### src/rtl/rwp_pkg.sv
package rwp_pkg;
    // Field widths of one packed sample
    localparam int EXP_W     = 4;
    localparam int MANT_W    = 20;
    localparam int CNT_W     = 4;
    localparam int CHK_W     = 4;
    localparam int WORD_W    = 16;
    // Split of the mantissa between the two words
    localparam int MANT_HI_W = WORD_W - EXP_W;
    localparam int MANT_LO_W = MANT_W - MANT_HI_W;

    typedef struct packed {
        logic [EXP_W-1:0]  expo;
        logic [MANT_W-1:0] mant;
    } conv_t;
endpackage

### src/rtl/rwp_check_gen.sv
// Check-bit generator.
// Purely combinational. It forms four sparse XOR parity bits over the exponent,
// the mantissa and a counter value. It assumes the field widths of rwp_pkg.
module rwp_check_gen
    import rwp_pkg::*;
(
    input  logic [EXP_W-1:0]  expo_i,
    input  logic [MANT_W-1:0] mant_i,
    input  logic [CNT_W-1:0]  cnt_i,
    output logic [CHK_W-1:0]  chk_o
);
    logic odd_mant;
    logic quad_mant;

    // Strided mantissa parities: every odd bit, and every fourth bit from bit 3
    always_comb begin
        odd_mant  = 1'b0;
        quad_mant = 1'b0;
        for (int i = 1; i < MANT_W; i += 2) odd_mant  ^= mant_i[i];
        for (int i = 3; i < MANT_W; i += 4) quad_mant ^= mant_i[i];
    end

    // Combine the strided parities with the exponent and counter terms
    always_comb begin
        chk_o[0] = ^{expo_i, mant_i, cnt_i};
        chk_o[1] = cnt_i[1] ^ cnt_i[3] ^ odd_mant ^ expo_i[1] ^ expo_i[3];
        chk_o[2] = cnt_i[3] ^ quad_mant ^ expo_i[3];
        chk_o[3] = mant_i[3] ^ mant_i[11] ^ mant_i[19];
    end
endmodule

### src/rtl/rwp_strobe_decode.sv
// Strobe decoder.
// It turns the shared done strobe and the channel index into one load enable
// per channel. An index of NUM_CH or more loads no channel.
module rwp_strobe_decode #(
    parameter int NUM_CH = 2,
    parameter int CH_W   = 1
) (
    input  logic              done_i,
    input  logic [CH_W-1:0]   ch_i,
    output logic [NUM_CH-1:0] load_o
);
    // One-hot load for the addressed channel
    always_comb begin
        for (int k = 0; k < NUM_CH; k++) begin
            load_o[k] = done_i && (int'(ch_i) == k);
        end
    end
endmodule

### src/rtl/rwp_channel_slot.sv
// Per-channel state.
// It holds the rolling sample counter and the two packed words. Both update
// only on load_i. The check bits cover the counter value after the increment.
module rwp_channel_slot
    import rwp_pkg::*;
(
    input  logic              clk,
    input  logic              rst_n,
    input  logic              load_i,
    input  conv_t             conv_i,
    output logic [WORD_W-1:0] word_a_o,
    output logic [WORD_W-1:0] word_b_o
);
    logic [CNT_W-1:0] cnt_q;
    logic [CNT_W-1:0] cnt_nxt;
    logic [CHK_W-1:0] chk;

    // Next counter value, wrapping naturally at its width
    always_comb cnt_nxt = cnt_q + CNT_W'(1);

    rwp_check_gen u_chk (
        .expo_i (conv_i.expo),
        .mant_i (conv_i.mant),
        .cnt_i  (cnt_nxt),
        .chk_o  (chk)
    );

    // Register the counter and both words on a load
    always_ff @(posedge clk) begin
        if (!rst_n) begin
            cnt_q    <= '0;
            word_a_o <= '0;
            word_b_o <= '0;
        end else if (load_i) begin
            cnt_q    <= cnt_nxt;
            word_a_o <= {conv_i.expo, conv_i.mant[MANT_W-1 -: MANT_HI_W]};
            word_b_o <= {conv_i.mant[MANT_LO_W-1:0], cnt_nxt, chk};
        end
    end
endmodule

### src/rtl/rwp_result_packer.sv
// Result word packer, top level.
// It routes each finished conversion to its channel slot and flattens the
// words onto the output buses. The inputs are assumed stable around the clock edge.
module rwp_result_packer
    import rwp_pkg::*;
#(
    parameter int NUM_CH = 2,
    localparam int CH_W  = (NUM_CH > 1) ? $clog2(NUM_CH) : 1
) (
    input  logic                     clk,
    input  logic                     rst_n,
    input  logic                     done_i,
    input  logic [CH_W-1:0]          ch_i,
    input  logic [EXP_W-1:0]         exp_i,
    input  logic [MANT_W-1:0]        mant_i,
    output logic [NUM_CH*WORD_W-1:0] word_a_o,
    output logic [NUM_CH*WORD_W-1:0] word_b_o
);
    logic [NUM_CH-1:0] load;
    conv_t             conv;

    // Bundle the raw result fields
    always_comb conv = '{expo: exp_i, mant: mant_i};

    rwp_strobe_decode #(.NUM_CH(NUM_CH), .CH_W(CH_W)) u_dec (
        .done_i (done_i),
        .ch_i   (ch_i),
        .load_o (load)
    );

    for (genvar k = 0; k < NUM_CH; k++) begin : g_ch
        rwp_channel_slot u_slot (
            .clk      (clk),
            .rst_n    (rst_n),
            .load_i   (load[k]),
            .conv_i   (conv),
            .word_a_o (word_a_o[k*WORD_W +: WORD_W]),
            .word_b_o (word_b_o[k*WORD_W +: WORD_W])
        );
    end
endmodule

### config.mk
export PLATFORM = sky130hd
export DESIGN_NAME = rwp_result_packer
export DESIGN_NICKNAME = d
export VERILOG_FILES = /design/src/rtl/rwp_pkg.sv /design/src/rtl/rwp_check_gen.sv /design/src/rtl/rwp_strobe_decode.sv /design/src/rtl/rwp_channel_slot.sv /design/src/rtl/rwp_result_packer.sv
export SDC_FILE = /design/constraint.sdc
export NUM_CORES = 1
export LEC_CHECK = 0
export ABC_AREA = 0
export BUFFER_PORTS_ARGS = -buffer_cell sky130_fd_sc_hd__buf_2
export CAP_MARGIN = 20
export CORE_MARGIN = 1.5
export CORE_UTILIZATION = 54
export DETAILED_ROUTE_END_ITERATION = 12
export PLACE_DENSITY_LB_ADDON = 0.05
export SYNTH_ARGS = -nofsm -noshare
export SYNTH_HDL_FRONTEND = slang
export SYNTH_SLANG_ARGS = --single-unit
### constraint.sdc
create_clock -name clk -period 4.4 [get_ports clk]
set_input_delay 0.22 -clock clk [delete_from_list [all_inputs] [get_ports clk]]
set_output_delay 0.22 -clock clk [all_outputs]
set_load 0.01 [all_outputs]
==> impl_metrics.yaml, run 1 <==
global_route:
  grt_max_degree: 69
  antenna_found_initial: 0
  grt_usage_pct: 24.4
  grt_pass1_vias: 2109
  grt_overflow_total: 0
  grt_pass1_wl_um: 10000
routing:
  wl_um: 6640
  vias_per_cell: 4.97
  drc: 0
  drtIter0Drc: 115
  dr.pass1.iters: 4
  vias: 2397
  ant_nets: 0
  wl_per_cell_um: 13.8
yosys:
  synth_nets: 351
  ys_seq_area_share_pct: 45.4
  syn_inst: 321
  ys.flop_type: "dfxtp_1"
  avgSynthCellArea_um2: 8.79
  synthDistinctLibCells: 23
  netlist_area_um2: 2820
  ys_async_sr_fraction_pct: 0
  synth.ff_latch_count: 64
  synth_top_area_share_pct: 45.4
  ys_warn_count: 0
  synth_edf_count: 0
  synth_top_area_cell: "dfxtp_1"
  synth_area_leaders: "dfxtp_1 (45%), nand2_1 (15%), a21boi_0 (14%), xnor2_1 (7.8%), clkbuf_1 (2.4%)"
floorplanning:
  start_util_pct: 55.6
  core_region_area_um2: 5070
  chipWidth_um: 75.3
  die_area_um2: 5670
  std_cell_rows: 26
  io_pins: 92
  die_h_um: 75.3
cells_and_area:
  ff_latch_area_um2: 1280
  n_fill_cell: 481
  multi_input_area_um2: 1470
  n_antenna_cell: 0
  final_cell_mix: "nand2_1 (113), buf_2 (91), dfxtp_1 (64)"
  drive_above_1_share_pct: 27.4
  nNetsFinal: 437
  syn2layout_area_growth_pct: 23.6
  final_common_cell: "nand2_1"
run_status:
  status: "finished clean"
clocking:
  cts.path.max_buffers: 2
  post-cts-setup-buffers: 0
  cts_resized: 0
  numClockSinks: 64
  cts-buffers-inserted: 9
  clock_latency_ns: 0.34
  cts_tree: "done"
  htree_levels: 3
  cts-root-buf: "clkbuf_8"
  clk_pin_slew_worst_paths_ns: 0.07
  ctsHoldBuffers: 0
critical_path:
  slowest_stage: "dfxtp_1"
  worst_setup_path_start_kind: "register"
  worstPathBufferInverterCount: 0
  path_cells: "ha_1 -> xnor2_1 -> xor2_1 -> xnor2_1 -> nor3_1 -> nand3b_1"
  arrival_ns: 1.97
  required_ns: 4.63
  crit_top_cell: "xnor2_1"
  crit_type: "register to register"
  slowest_delay_ns: 0.44
  crit_fanout: 6
  crit_path_end_kind: "register"
  critical-path-top-delay-family: "XOR/XNOR gates"
placed_design:
  portBuffers: 91
  gp_congestion: 0.711
  dp_hpwl_um: 4320
sta:
  worst_slew_pin_slew_ns: 0.956
  hold_slack_ns: 0.152
  rsz0062_at_grt: "false"
  fmaxAchievable_mhz: 572
  tns_ns: 0
  hold_viol: 0
  setup_viol: 0
  final_max_slew_viol_count: 0
  skew_ns: 0.00553
  period_share_pct: 39.7
  post-route-min-period_ns: 1.75
  slew_headroom_pct: 36.3
min_path:
  hold_class: "input port to register"
power_and_ir_drop:
  cellLeakagePower_uw: 0.00156
  powerDensity_nw_per_um2: 384
  peakVddDrop_mv: 0.207
job:
  maxCapViolations: 0
-- worst register-to-register path, stage by stage, from the launching register on --
cell      delay [ns]
dfxtp_1         0.44
ha_1            0.30
xnor2_1         0.26
xor2_1          0.20
xnor2_1         0.18
nor3_1          0.09
nand3b_1        0.16
-- Yosys cell counts, types with 3 or more instances --
| library cell | count |
|---|---|
| nand2_1 | 113 |
| dfxtp_1 | 64 |
| a21boi_0 | 54 |
| xnor2_1 | 25 |
| clkbuf_1 | 18 |
| and2_1 | 7 |
| xor2_1 | 6 |
| nand3_1 | 4 |
| nand3b_1 | 4 |
| o21ai_0 | 4 |
| xnor3_1 | 3 |
-- layout make-up --
| cell class | instances | area share [%] |
|---|---|---|
| clock buffer | 12 | 4.16 |
| clock inverter | 4 | 0.574 |
| multi-input combinational | 237 | 42.1 |
| sequential | 64 | 36.7 |
| tap | 70 | 2.51 |
| timing repair buffer | 95 | 13.9 |
-- layer usage --
| metal | up-vias | GRT usage, % | routed length, µm |
|---|---|---|---|
| met5 | - | 0 | 0 |
| met4 | 0 | 10.5 | 122 |
| met3 | 13 | 6.96 | 339 |
| met2 | 62 | 37.1 | 3080 |
| met1 | 1108 | 32.4 | 3100 |
| li1 | 1214 | - | - |
-- through the flow --
stage	total power (µW)	utilization [%]	instances	worst slack (ns)	cell area, µm²
3_3_place_gp	916	65.5	466	2.48	3320
2_1_floorplan	835	-	321	2.66	2820
4_1_cts	1350	68.7	482	2.64	3490
3_5_place_dp	920	65.5	466	2.41	3320
5_1_grt	1410	68.7	482	2.53	3490
6_report	1340	68.7	482	2.65	3490
-- path summary, 6_finish.rpt --
| path | from | to | cells past startpoint | slack [ns] |
|---|---|---|---|---|
| worst max-delay path | g_ch[0].u_slot.cnt_q[0]$_SDFFE_PN0P_ | g_ch[0].u_slot.word_b_o[0]$_SDFFE_PN0P_ | 6 | 2.65 |
| worst min-delay path | mant_i[15] | g_ch[0].u_slot.word_a_o[7]$_SDFFE_PN0P_ | 3 | 0.15 |
| worst max register to register | g_ch[0].u_slot.cnt_q[0]$_SDFFE_PN0P_ | g_ch[0].u_slot.word_b_o[0]$_SDFFE_PN0P_ | 6 | 2.65 |
| worst min register to register | g_ch[1].u_slot.word_a_o[1]$_SDFFE_PN0P_ | g_ch[1].u_slot.word_a_o[1]$_SDFFE_PN0P_ | 2 | 0.46 |
-- kinds of logic after synthesis --
kind of cell	synth area share [%]
XOR/XNOR	14.9
AND/OR/NAND/NOR	20.0
flip-flops	45.4
buffers and inverters	2.66
AO/OA/AOI/OAI	16.1
adder cells (fa/ha/maj)	0.887
-- report_power, final --
part | internal, µW | switching [µW] | total (µW)
logic | 129 | 146 | 276
registers | 613 | 19.6 | 633
clock network | 216 | 216 | 432
total | 959 | 382 | 1340
-- flip-flops by register name, indices dropped and copies added, names as in the netlist --
name	count
g_ch.u_slot.word_b_o	26
g_ch.u_slot.word_a_o	32
g_ch.u_slot.cnt_q	6
Note: power is estimated with default switching activity, not from simulation.
==> run 2, diff against run 1 <==
--- a/config.mk
+++ b/config.mk
@@ -9,7 +9,7 @@
 export BUFFER_PORTS_ARGS = -buffer_cell sky130_fd_sc_hd__buf_2
 export CAP_MARGIN = 20
 export CORE_MARGIN = 1.5
-export CORE_UTILIZATION = 54
+export CORE_UTILIZATION = 45
 export DETAILED_ROUTE_END_ITERATION = 12
 export PLACE_DENSITY_LB_ADDON = 0.05
 export SYNTH_ARGS = -nofsm -noshare
==> constraint.sdc (replaced) <==
create_clock -name clk -period 1.5 [get_ports clk]
set_input_delay 0.075 -clock clk [delete_from_list [all_inputs] [get_ports clk]]
set_output_delay 0.075 -clock clk [all_outputs]
set_load 0.01 [all_outputs]
==> impl_metrics.yaml, run 2 (synthesis results as in run 1) <==
run_status:
  status: "finished clean"
global_route:
  grt_overflow_total: 0
  grt_usage_pct: 21.8
  grt_pass1_wl_um: 10900
  grt_pass1_vias: 2260
  grt_max_degree: 40
  antenna_found_initial: 0
critical_path:
  worst_setup_path_start_kind: "register"
  crit_type: "register to register"
  crit_path_end_kind: "register"
  crit_fanout: 2
  critPathLaunch: "g_ch[1].u_slot.cnt_q[0]$_SDFFE_PN0P_"
  required_ns: 1.72
  reg2reg_from: "g_ch[1].u_slot.cnt_q[0]$_SDFFE_PN0P_"
  arrival_ns: 1.69
  ff2ff_setup_slack_ns: 0.03
routing:
  wl_per_cell_um: 13.4
  drtIter0Drc: 86
  vias: 2472
  drc: 0
  ant_nets: 0
  vias_per_cell: 4.75
  dr.pass1.iters: 4
  wl_um: 6950
sta:
  worst_slew_pin_slew_ns: 0.436
  slew_headroom_pct: 70.8
  skew_ns: 0.00525
  rsz0062_at_grt: "true"
  period_share_pct: 97.7
  final_max_slew_viol_count: 0
  hold_viol: 0
  fmaxAchievable_mhz: 682
  post-route-min-period_ns: 1.47
  setup_viol: 0
  hold_slack_ns: 0.0185
placed_design:
  dp_hpwl_um: 5120
  portBuffers: 91
  gp_congestion: 0.727
  place_area_um2: 3640
cells_and_area:
  n_fill_cell: 557
  max_flop_register: "g_ch.u_slot.word_a_o"
  drive_above_1_share_pct: 35.7
  largest_register_ffs: 32
  syn2layout_area_growth_pct: 37.1
  fin_area_um2: 3870
  final_cell_mix: "nand2_1 (113), buf_2 (91), dfxtp_1 (60)"
  ff_latch_area_um2: 1290
  multi_input_area_um2: 1560
  reg_top3: "g_ch.u_slot.word_a_o x32, g_ch.u_slot.word_b_o x26, g_ch.u_slot.cnt_q x6"
  n_antenna_cell: 0
  final_common_cell: "nand2_1"
  nNetsFinal: 471
power_and_ir_drop:
  power_uw: 4130
  cellLeakagePower_uw: 0.00174
  powerDensity_nw_per_um2: 1070
  peakVddDrop_mv: 0.641
floorplanning:
  die_area_um2: 6750
  core_region_area_um2: 5990
  die_h_um: 82.2
  io_pins: 92
  chipWidth_um: 82.2
  std_cell_rows: 28
  start_util_pct: 47.1
clocking:
  cts_tree: "done"
  numClockSinks: 64
  cts-buffers-inserted: 9
  htree_levels: 3
  cts-root-buf: "clkbuf_8"
  cts.path.max_buffers: 2
  clock_latency_ns: 0.34
  clk_pin_slew_worst_paths_ns: 0.07
job:
  maxCapViolations: 0
min_path:
  min_from: "mant_i[5]"
  hold_class: "input port to register"
## run 2: final timing paths
kind,endpoint,cells past startpoint
worst max-delay path,g_ch[1].u_slot.word_b_o[0]$_SDFFE_PN0P_,6
worst min-delay path,g_ch[0].u_slot.word_b_o[13]$_SDFFE_PN0P_,3
worst max register to register,g_ch[1].u_slot.word_b_o[0]$_SDFFE_PN0P_,6
worst min register to register,g_ch[1].u_slot.word_b_o[15]$_SDFFE_PN0P_,2
## run 2: cell type report
class / count / share of cell area, %
Multi-Input combinational cell: 237 / 40.3
Clock inverter: 3 / 0.453
Clock buffer: 12 / 4.01
Timing Repair Buffer: 129 / 19.5
Tap cell: 75 / 2.43
Sequential cell: 64 / 33.3
## run 2: layer usage
metal	track usage [%]	share of wire [%]	wire length, µm	vias up
met3	5.49	5.1	353	10
met2	32.4	45	3130	60
li1	-	-	-	1277
met5	0	0	0	-
met1	29.5	48	3350	1125
met4	10.2	1.7	119	0
## run 2: repair_timing
| action | CTS | global route |
|---|---|---|
| buffers inserted | 0 | 0 |
| pin swaps | 2 | 4 |
| resized for setup | 1 | 5 |
| endpoints found under the setup margin | 1 | 2 |
| hold buffers | 1 | 0 |
| hold endpoints to repair | 1 | 0 |
## run 2: metrics by stage
| step | TNS [ns] | setup slack, ns | util (%) | std cells |
|---|---|---|---|---|
| after floorplan | 0 | 0.000325 | - | 321 |
| final | 0 | 0.0344 | 64.6 | 520 |
| after global placement | -0.821 | -0.239 | 60.8 | 504 |
| after global routing | -0.0326 | -0.0182 | 64.6 | 520 |
| after detailed placement | -0.964 | -0.265 | 60.8 | 504 |
| after CTS | 0 | 0.0000180 | 64.0 | 520 |
## run 2: report_power, final
group          switching, µW  internal (µW)  leakage, µW
sequential              52.3           1800     0.000525
combinational            476            485      0.00113
clock                    636            675    0.0000882
## run 2: critical path, stage by stage (launching register included)
cell and delay [ns]:
dfxtp_2 0.34, ha_4 0.26, xnor2_4 0.13, xor2_1 0.18
xnor2_1 0.22, nor3_1 0.08, nand3b_1 0.15
==> run 3, diff against run 2 <==
--- a/config.mk
+++ b/config.mk
@@ -11,6 +11,7 @@
 export CORE_MARGIN = 1.5
 export CORE_UTILIZATION = 45
 export DETAILED_ROUTE_END_ITERATION = 12
+export GPL_TIMING_DRIVEN = 0
 export PLACE_DENSITY_LB_ADDON = 0.05
 export SYNTH_ARGS = -nofsm -noshare
 export SYNTH_HDL_FRONTEND = slang
==> constraint.sdc (replaced) <==
create_clock -name clk -period 1.2 [get_ports clk]
set_input_delay 0.06 -clock clk [delete_from_list [all_inputs] [get_ports clk]]
set_output_delay 0.06 -clock clk [all_outputs]
set_load 0.01 [all_outputs]
==> impl_metrics.yaml, run 3 (synthesis results as in run 1) <==
run_status:
  status: "finished, violations left"
  violations: "negative setup slack"
power_and_ir_drop:
  switching_power_uw: 1510
  peakVddDrop_mv: 0.927
  intPower_uw: 3860
  power_switching_share_pct: 28.2
  cellLeakagePower_uw: 0.00169
  power.share.combinational_pct: 22.3
  pwr-share-clk_pct: 34.6
  powerDensity_nw_per_um2: 1360
  power.share.sequential_pct: 43.1
sta:
  setup_slack_ns: -0.315
  final_max_slew_viol_count: 0
  hold_viol: 0
  worst_slew_pin_slew_ns: 0.605
  post-route-min-period_ns: 1.52
  setup_viol: 6
  slew_headroom_pct: 59.7
  period_share_pct: 126
  skew_ns: 0.00916
  fmaxAchievable_mhz: 660
  rsz0062_at_grt: "true"
floorplanning:
  chipWidth_um: 82.2
  core_region_area_um2: 5990
  start_util_pct: 47.1
  die_h_um: 82.2
  die_area_um2: 6750
  std_cell_rows: 28
  io_pins: 92
clocking:
  htree_levels: 3
  cts-buffers-inserted: 9
  cts.path.max_buffers: 2
  numClockSinks: 64
  clk_pin_slew_worst_paths_ns: 0.07
  cts_tree: "done"
  cts-root-buf: "clkbuf_8"
  clock_latency_ns: 0.35
global_route:
  grt_pass1_wl_um: 11700
  grt_usage_pct: 23.7
  grt_max_degree: 11
  grt_overflow_total: 0
  antenna_found_initial: 0
  grt_pass1_vias: 2455
placed_design:
  place_area_um2: 3420
  portBuffers: 90
  dp_hpwl_um: 5290
  gp_congestion: 0.815
  dp_cells: 486
job:
  maxCapViolations: 0
routing:
  vias: 2588
  wl_um: 7580
  wl_per_cell_um: 14.4
  ant_nets: 0
  met1Wirelength_um: 3490
  vias_per_cell: 4.92
  met2_wirelength_um: 3560
  dr.pass1.iters: 4
  highest_layer: "met4"
  wl_met3_um: 372
  drtIter0Drc: 115
  drc: 0
cells_and_area:
  drive_above_1_share_pct: 28.2
  final_util_pct: 65.8
  fin_area_um2: 3940
  max_flop_register: "g_ch.u_slot.word_a_o"
  final_cell_mix: "nand2_1 (113), buf_2 (90), dfxtp_1 (59)"
  reg_top3: "g_ch.u_slot.word_a_o x32, g_ch.u_slot.word_b_o x26, g_ch.u_slot.cnt_q x6"
  nNetsFinal: 476
  syn2layout_area_growth_pct: 39.8
  n_antenna_cell: 0
  final_common_cell: "nand2_1"
  stdcell_count: 526
  largest_register_ffs: 32
critical_path:
  r2r_cells: 6
  crit_type: "register to register"
  r2r-end: "g_ch[1].u_slot.word_b_o[0]$_SDFFE_PN0P_"
  worst_setup_path_start_kind: "register"
  critPathLaunch: "g_ch[1].u_slot.cnt_q[0]$_SDFFE_PN0P_"
  arrival_ns: 1.75
  reg2reg_from: "g_ch[1].u_slot.cnt_q[0]$_SDFFE_PN0P_"
  crit_fanout: 2
  crit_path_end_kind: "register"
  ff2ff_setup_slack_ns: -0.32
  required_ns: 1.44
min_path:
  min_from: "mant_i[1]"
  min_to: "g_ch[1].u_slot.word_b_o[9]$_SDFFE_PN0P_"
  hold_depth: 3
  hold_class: "input port to register"
==> run 3: power groups by stage <==
stage	logic [µW]	registers [µW]	clock network [µW]
after floorplan	684	2430	0
final	1200	2320	1860
after global placement	1070	2370	0
after global routing	1300	2330	1980
after CTS	1190	2320	1880
after detailed placement	1080	2370	0
==> run 3: worst max-delay path by stage <==
stage / slack (ns) / cells after the start / to
floorplan: -0.25 / 6 / g_ch[0].u_slot.word_b_o[0]$_SDFFE_PN0P_
global placement: -0.54 / 7 / g_ch[1].u_slot.word_b_o[0]$_SDFFE_PN0P_
detailed placement: -0.55 / 7 / g_ch[1].u_slot.word_b_o[0]$_SDFFE_PN0P_
CTS: -0.31 / 6 / g_ch[1].u_slot.word_b_o[0]$_SDFFE_PN0P_
global route: -0.38 / 6 / g_ch[1].u_slot.word_b_o[0]$_SDFFE_PN0P_
finish: -0.32 / 6 / g_ch[1].u_slot.word_b_o[0]$_SDFFE_PN0P_
==> run 3: through the flow <==
stage	hold slack (ns)	setup TNS, ns	power, µW	worst slack [ns]
4_1_cts	0.000649	-1.17	5380	-0.306
2_1_floorplan	0.205	-0.946	3110	-0.253
3_3_place_gp	0.344	-3.66	3430	-0.544
3_5_place_dp	0.351	-4.30	3450	-0.547
6_report	0.00326	-1.13	5370	-0.315
5_1_grt	0.00553	-1.52	5610	-0.382
==> run 3: worst max-delay path, cell delays in order (launching register included) <==
cell and delay, ns:
dfxtp_4 0.35, ha_4 0.26, xnor2_4 0.13, xor2_1 0.18, xnor2_1 0.26, nor3_1 0.08
nand3b_1 0.15
==> run 3: cell type report <==
| type | instances | area (µm²) |
|---|---|---|
| flip-flops and latches | 64 | 1300 |
| fillers | 502 | 2050 |
| repair buffers | 114 | 689 |
| clock buffers | 15 | 196 |
| multi-input cells | 237 | 1580 |
| plain buffers | 20 | 75.1 |
| well taps | 75 | 93.8 |
| clock inverters | 1 | 7.51 |
==> run 3: repair_timing <==
action | in CTS | in global routing
setup endpoints to repair | 7 | 8
gates cloned | 0 | 0
hold buffers | 22 | 0
resized for setup | 8 | 6
setup buffers | 2 | 0
pin swaps | 4 | 4
hold endpoints to repair | 21 | 0
==> run 3: metal layers <==
layer,vias to the layer above,track usage [%]
met3,12,5.71
met2,64,36.9
met5,-,0
met1,1218,30.9
li1,1294,-
met4,0,10.8
